**src/rtl/lfs_pkg.sv**
```systemverilog
package lfs_pkg;

    typedef enum logic [1:0] {
        LFS_IDLE   = 2'd0,
        LFS_FILL   = 2'd1,
        LFS_FINISH = 2'd2
    } lfs_state_e;

endpackage

```
**src/rtl/lfs_beat_order.sv**
```systemverilog
module lfs_beat_order #(
    parameter  int HW_PER_LINE = 8,
    localparam int HW_W        = $clog2(HW_PER_LINE),
    localparam int DW_W        = HW_W - 1
) (
    input  logic            wide,
    input  logic [DW_W-1:0] start_dw,
    input  logic [HW_W-1:0] cnt,
    output logic [HW_W-1:0] word_idx,
    output logic            last
);
    localparam int DW_PER_LINE = HW_PER_LINE / 2;

    logic [HW_W-1:0] base;
    logic [HW_W-1:0] step;

    always_comb begin
        base = {start_dw, 1'b0};
        // wide beats step by a whole double word, narrow beats by one half
        step = wide ? {cnt[DW_W-1:0], 1'b0} : cnt;
        // power-of-two line: natural overflow performs the wrap
        word_idx = base + step;
        last = wide ? (cnt == HW_W'(DW_PER_LINE - 1))
                    : (cnt == HW_W'(HW_PER_LINE - 1));
    end
endmodule

```
**src/rtl/lfs_lane_pack.sv**
```systemverilog
module lfs_lane_pack #(
    parameter  int BUS_W = 64,
    parameter  int HW_W  = 3,
    localparam int HALF  = BUS_W / 2
) (
    input  logic             wide,
    input  logic [HW_W-1:0]  word_idx,
    input  logic [BUS_W-1:0] beat,
    output logic [HW_W-2:0]  dword,
    output logic [1:0]       mask,
    output logic [BUS_W-1:0] data
);
    assign dword = word_idx[HW_W-1:1];

    for (genvar g = 0; g < 2; g++) begin : g_lane
        logic hit;
        assign hit = (word_idx[0] == 1'(g));
        assign mask[g] = wide | hit;
        assign data[g*HALF +: HALF] = wide ? beat[g*HALF +: HALF]
                                    : (hit ? beat[HALF-1:0] : '0);
    end
endmodule

```
**src/rtl/lfs_line_fill.sv**
```systemverilog
module lfs_line_fill
    import lfs_pkg::*;
#(
    parameter  int ADDR_W     = 32,
    parameter  int LINE_BYTES = 32,
    parameter  int BUS_W      = 64,
    parameter  int WAYS       = 4,
    parameter  int SETS       = 128,
    localparam int BYTE_SH    = $clog2(BUS_W / 8),
    localparam int OFF_W      = $clog2(LINE_BYTES),
    localparam int IDX_W      = $clog2(SETS),
    localparam int TAG_W      = ADDR_W - IDX_W - OFF_W,
    localparam int WAY_W      = $clog2(WAYS),
    localparam int HALF       = BUS_W / 2,
    localparam int HW_PER     = LINE_BYTES / (HALF / 8),
    localparam int HW_W       = $clog2(HW_PER),
    localparam int DW_W       = HW_W - 1
) (
    input  logic                    clk,
    input  logic                    rst_n,
    input  logic                    req_valid,
    input  logic [ADDR_W-1:BYTE_SH] req_addr,
    input  logic [WAY_W-1:0]        req_way,
    input  logic                    wide_mode,
    input  logic                    bus_valid,
    input  logic [BUS_W-1:0]        bus_data,
    output logic                    busy,
    output logic                    wr_en,
    output logic [WAY_W-1:0]        wr_way,
    output logic [IDX_W-1:0]        wr_index,
    output logic [DW_W-1:0]         wr_dword,
    output logic [1:0]              wr_mask,
    output logic [BUS_W-1:0]        wr_data,
    output logic                    fwd_valid,
    output logic [BUS_W-1:0]        fwd_data,
    output logic                    done,
    output logic                    tag_we,
    output logic [WAY_W-1:0]        tag_way,
    output logic [IDX_W-1:0]        tag_index,
    output logic [TAG_W-1:0]        tag_value
);
    typedef struct packed {
        lfs_state_e       state;
        logic [WAY_W-1:0] way;
        logic [IDX_W-1:0] index;
        logic [TAG_W-1:0] tag;
        logic             wide;
        logic [DW_W-1:0]  start_dw;
        logic [HW_W-1:0]  cnt;
        logic [HALF-1:0]  crit_lo;
        logic             wr_en;
        logic [DW_W-1:0]  wr_dword;
        logic [1:0]       wr_mask;
        logic [BUS_W-1:0] wr_data;
        logic             fwd_valid;
        logic [BUS_W-1:0] fwd_data;
        logic             done;
        logic             tag_we;
    } lfs_regs_t;

    lfs_regs_t r_d, r_q;

    logic [HW_W-1:0]  word_idx;
    logic             beat_last;
    logic [DW_W-1:0]  pk_dword;
    logic [1:0]       pk_mask;
    logic [BUS_W-1:0] pk_data;

    lfs_beat_order #(.HW_PER_LINE(HW_PER)) u_order (
        .wide     (r_q.wide),
        .start_dw (r_q.start_dw),
        .cnt      (r_q.cnt),
        .word_idx (word_idx),
        .last     (beat_last)
    );

    lfs_lane_pack #(.BUS_W(BUS_W), .HW_W(HW_W)) u_pack (
        .wide     (r_q.wide),
        .word_idx (word_idx),
        .beat     (bus_data),
        .dword    (pk_dword),
        .mask     (pk_mask),
        .data     (pk_data)
    );

    always_comb begin
        r_d           = r_q;
        r_d.wr_en     = 1'b0;
        r_d.fwd_valid = 1'b0;
        r_d.done      = 1'b0;
        r_d.tag_we    = 1'b0;
        unique case (r_q.state)
            LFS_IDLE: begin
                // the done cycle still counts as busy, so a request there waits
                if (req_valid && !r_q.done) begin
                    r_d.state    = LFS_FILL;
                    r_d.way      = req_way;
                    r_d.index    = req_addr[OFF_W+IDX_W-1:OFF_W];
                    r_d.tag      = req_addr[ADDR_W-1:OFF_W+IDX_W];
                    r_d.start_dw = req_addr[OFF_W-1:BYTE_SH];
                    r_d.wide     = wide_mode;
                    r_d.cnt      = '0;
                end
            end
            LFS_FILL: begin
                if (bus_valid) begin
                    r_d.wr_en    = 1'b1;
                    r_d.wr_dword = pk_dword;
                    r_d.wr_mask  = pk_mask;
                    r_d.wr_data  = pk_data;
                    if (r_q.cnt == '0) begin
                        r_d.crit_lo = bus_data[HALF-1:0];
                    end
                    if (r_q.wide && r_q.cnt == '0) begin
                        r_d.fwd_valid = 1'b1;
                        r_d.fwd_data  = bus_data;
                    end else if (!r_q.wide && r_q.cnt == HW_W'(1)) begin
                        r_d.fwd_valid = 1'b1;
                        r_d.fwd_data  = {bus_data[HALF-1:0], r_q.crit_lo};
                    end
                    if (beat_last) begin
                        r_d.state = LFS_FINISH;
                    end else begin
                        r_d.cnt = r_q.cnt + 1'b1;
                    end
                end
            end
            LFS_FINISH: begin
                r_d.done   = 1'b1;
                r_d.tag_we = 1'b1;
                r_d.state  = LFS_IDLE;
            end
            default: r_d.state = LFS_IDLE;
        endcase
    end

    always_ff @(posedge clk) begin
        if (!rst_n) begin
            r_q <= '0;
        end else begin
            r_q <= r_d;
        end
    end

    assign busy      = (r_q.state != LFS_IDLE) || r_q.done;
    assign wr_en     = r_q.wr_en;
    assign wr_way    = r_q.way;
    assign wr_index  = r_q.index;
    assign wr_dword  = r_q.wr_dword;
    assign wr_mask   = r_q.wr_mask;
    assign wr_data   = r_q.wr_data;
    assign fwd_valid = r_q.fwd_valid;
    assign fwd_data  = r_q.fwd_data;
    assign done      = r_q.done;
    assign tag_we    = r_q.tag_we;
    assign tag_way   = r_q.way;
    assign tag_index = r_q.index;
    assign tag_value = r_q.tag;
endmodule

```
**config.mk**
```make
export PLATFORM = sky130hd
export DESIGN_NAME = lfs_line_fill
export DESIGN_NICKNAME = d
export VERILOG_FILES = /design/src/rtl/lfs_pkg.sv /design/src/rtl/lfs_beat_order.sv /design/src/rtl/lfs_lane_pack.sv /design/src/rtl/lfs_line_fill.sv
export SDC_FILE = /design/constraint.sdc
export NUM_CORES = 1
export LEC_CHECK = 0
export ABC_AREA = 1
export BUFFER_PORTS_ARGS = -buffer_cell sky130_fd_sc_hd__buf_2
export CAP_MARGIN = 20
export CORE_AREA = 2 2 197 141
export CTS_CLUSTER_SIZE = 12
export DETAILED_ROUTE_END_ITERATION = 8
export DIE_AREA = 0 0 199 143
export PLACE_DENSITY = 0.61
export SYNTH_ARGS = -nofsm -noshare
export SYNTH_HDL_FRONTEND = slang
export SYNTH_HIERARCHICAL = 1
export SYNTH_SLANG_ARGS = --single-unit
```
**constraint.sdc**
```tcl
create_clock -name clk -period 2.3 [get_ports clk]
set_clock_uncertainty 0.1 [all_clocks]
set_input_delay 0 -clock clk [delete_from_list [all_inputs] [get_ports clk]]
set_output_delay 0 -clock clk [all_outputs]
set_load 0.01 [all_outputs]
```
==> impl_metrics.yaml <==
clocking:
  cts.sinks: 204
  cts_buffers: 23
  clkTransAtPathRegs_ns: 0.06
  postCtsSetupBuffers: 0
  clk_latency_ns: 0.50
  clk_path_buf_depth: 3
  cts_tree: "built"
  cts_root_buffer: "clkbuf_16"
  h-tree-depth: 1
min_path:
  hp-class: "in -> reg"
logic_synthesis:
  ys_warn_count: 6
  synth_cell_type_count: 24
  netlist_instances: 1624
  yosysTopAreaCellShare: 0.388
  synth_largest_area_cell: "dfxtp_1"
  synthTopCellsByArea: "dfxtp_1, nand2_1, buf_4"
  synth_area_um2: 10500
  synth.avg_cell_area_um2: 6.49
  ys_seq_area_frac: 0.388
  synth-seq-cells: 204
  syn_nets: 1728
final_layout:
  layout_commonest_cell: "nand2_1"
  fillers: 2704
  final_cell_mix: "nand2_1, buf_2, nor2_1, dfxtp_1, dlygate4sd3_1"
  drive_gt1_frac: 0.193
  syn_to_final_growth_pct: 21.7
  nets: 1902
  final_area_um2: 12800
status:
  outcome: "finished, final reports clean"
setup_path:
  cp_top_family: "buffers and inverters"
  path_buf_inv: 4
  slowest_stage: "dlygate4sd3_1"
  required_ns: 2.58
  start_kind: "register"
  crit_type: "reg -> reg"
  end_kind: "register"
  path_max_fanout: 5
  worstPathArrival_ns: 2.45
  path_cells: "inv_1 -> nand2_1 -> inv_1 -> nand2_2 -> o21ai_1 -> dlygate4sd3_1 -> a21oi_1 -> dlygate4sd3_1"
  critPathMaxStageDelay_ns: 0.56
route:
  routed_wl_mm: 32.0
  ant_nets: 0
  vias: 10100
  dr.pass1.iters: 4
  drt-initial-drc-count: 551
  wl_met3_mm: 2.00
  drt-met1-wl_mm: 14.0
  drc: 0
  wl_per_cell_um: 14.7
  highest_layer: "met4"
  met2_length_mm: 14.8
  viasPerCell: 4.62
sta:
  fin_crit_sh: 0.944
  hold_viol: 0
  tightest_slew_ns: 0.539
  slew_headroom: 0.641
  post-route-min-period_ns: 2.17
  clock.fmax_mhz: 461
  setup_viol_count_final: 0
  finalMaxSlewViolations: 0
floorplanning:
  dieArea_um2: 28500
  ios: 275
  row_count: 50
  initial_core_util: 0.398
  die_h_um: 143
  fp.coreArea_um2: 26500
  dieWidth_um: 199
power_and_ir_drop:
  ir_worst_vdd_mv: 0.497
  p_leak_nw: 6.74
  power_mw: 8.87
  power.density_nw_per_um2: 692
grt:
  grt_pass1_vias: 9134
  grt_pass1_wl_mm: 48.5
  gr-total-overflow: 0
  antenna_found_initial: 1
  grt_max_degree: 88
  gr-usage-all-layers: 0.213
placement:
  placed_area_um2: 10900
  place_hpwl_mm: 20.5
  place.gp.congestion: 0.875
  port-buffer-count: 274
flow_run:
  cap_violations: 0
-- per-stage QoR --
step           hold WS (ns)   util   TNS (ns)  std cells  worst slack, ns
3_3_place_gp          0.174  0.411          0       2019            0.532
3_5_place_dp          0.180  0.411          0       2019            0.492
6_report              0.216  0.484          0       2177            0.128
4_1_cts               0.204  0.483          0       2175           0.0568
2_1_floorplan        0.0349      -          0       1624            0.685
5_1_grt               0.224  0.484  -0.000105       2177        -0.000105
-- path summary, 6_finish.rpt --
kind              slack [ns]           end  cells past startpoint          from
setup / recovery        0.13      r_q[173]                      8          done
hold / removal          0.22  tag_value[4]                      4  req_addr[16]
setup reg to reg        0.13      r_q[173]                      8          done
hold reg to reg         0.36  tag_value[8]                      2  tag_value[8]
-- cells by family after synthesis --
| kind of cell | Yosys count | share of synthesized area |
|---|---|---|
| AND/OR/NAND/NOR | 892 | 0.331 |
| flip-flops | 204 | 0.388 |
| adder cells (fa/ha/maj) | 4 | 0.00475 |
| buffers and inverters | 385 | 0.211 |
| AO/OA/AOI/OAI | 139 | 0.0662 |
-- flip-flops by register name, summed over array words and instances (netlist names), 2 cells and up --
signal,flops
wr_mask,2
fwd_data,64
tag_index,7
tag_value,20
tag_way,2
wr_dword,2
r_q,40
wr_data,64
-- power by group --
| group | internal, mW | total, mW | switching, mW |
|---|---|---|---|
| Sequential | 3.71 | 3.81 | 0.0991 |
| Combinational | 0.564 | 1.42 | 0.857 |
| Clock | 2.15 | 3.64 | 1.49 |
| Total | 6.42 | 8.87 | 2.45 |
-- layer usage --
layer	track usage	vias to the layer above
li1	-	5093
met1	0.273	4616
met2	0.358	280
met3	0.0446	64
met4	0.0723	0
met5	0	-
-- area by class of cell --
type                            count  area (µm²)  share of cell area
Antenna cell                        1        2.50            0.000195
Tap cell                          364         455              0.0355
Clock inverter                      3        46.3             0.00361
Inverter                          120         457              0.0356
Timing Repair Buffer              414        2820               0.220
Clock buffer                       36         684              0.0534
Multi-Input combinational cell   1035        4260               0.332
Sequential cell                   204        4090               0.319
-- cells in the mapped netlist --
library cell  number
a21oi_1          103
a31oi_1            1
buf_1              5
buf_2             35
buf_4            179
buf_6              7
clkbuf_1          39
dfxtp_1          204
ha_1               4
inv_1            114
inv_2              4
inv_4              2
nand2_1          586
nand2_2            1
nand3_1           66
nand3_2            1
nand3_4            1
nand4_1            2
nor2_1           229
nor2_2             4
nor2_8             1
nor3_1             1
o21ai_0           28
o21ai_1            7
-- worst register-to-register path: stages (launching register included) --
cell and delay (ns):
dfxtp_1 0.34, inv_1 0.08, nand2_1 0.07, inv_1 0.08
nand2_2 0.09, o21ai_1 0.13, dlygate4sd3_1 0.56, a21oi_1 0.04
dlygate4sd3_1 0.55
-- what timing repair did --
action,CTS,global route
hold buffers,117,0
hold endpoints to repair,198,0
gates resized for setup,0,4
setup endpoints to repair,0,5
Power figures use the tool's default switching activity.
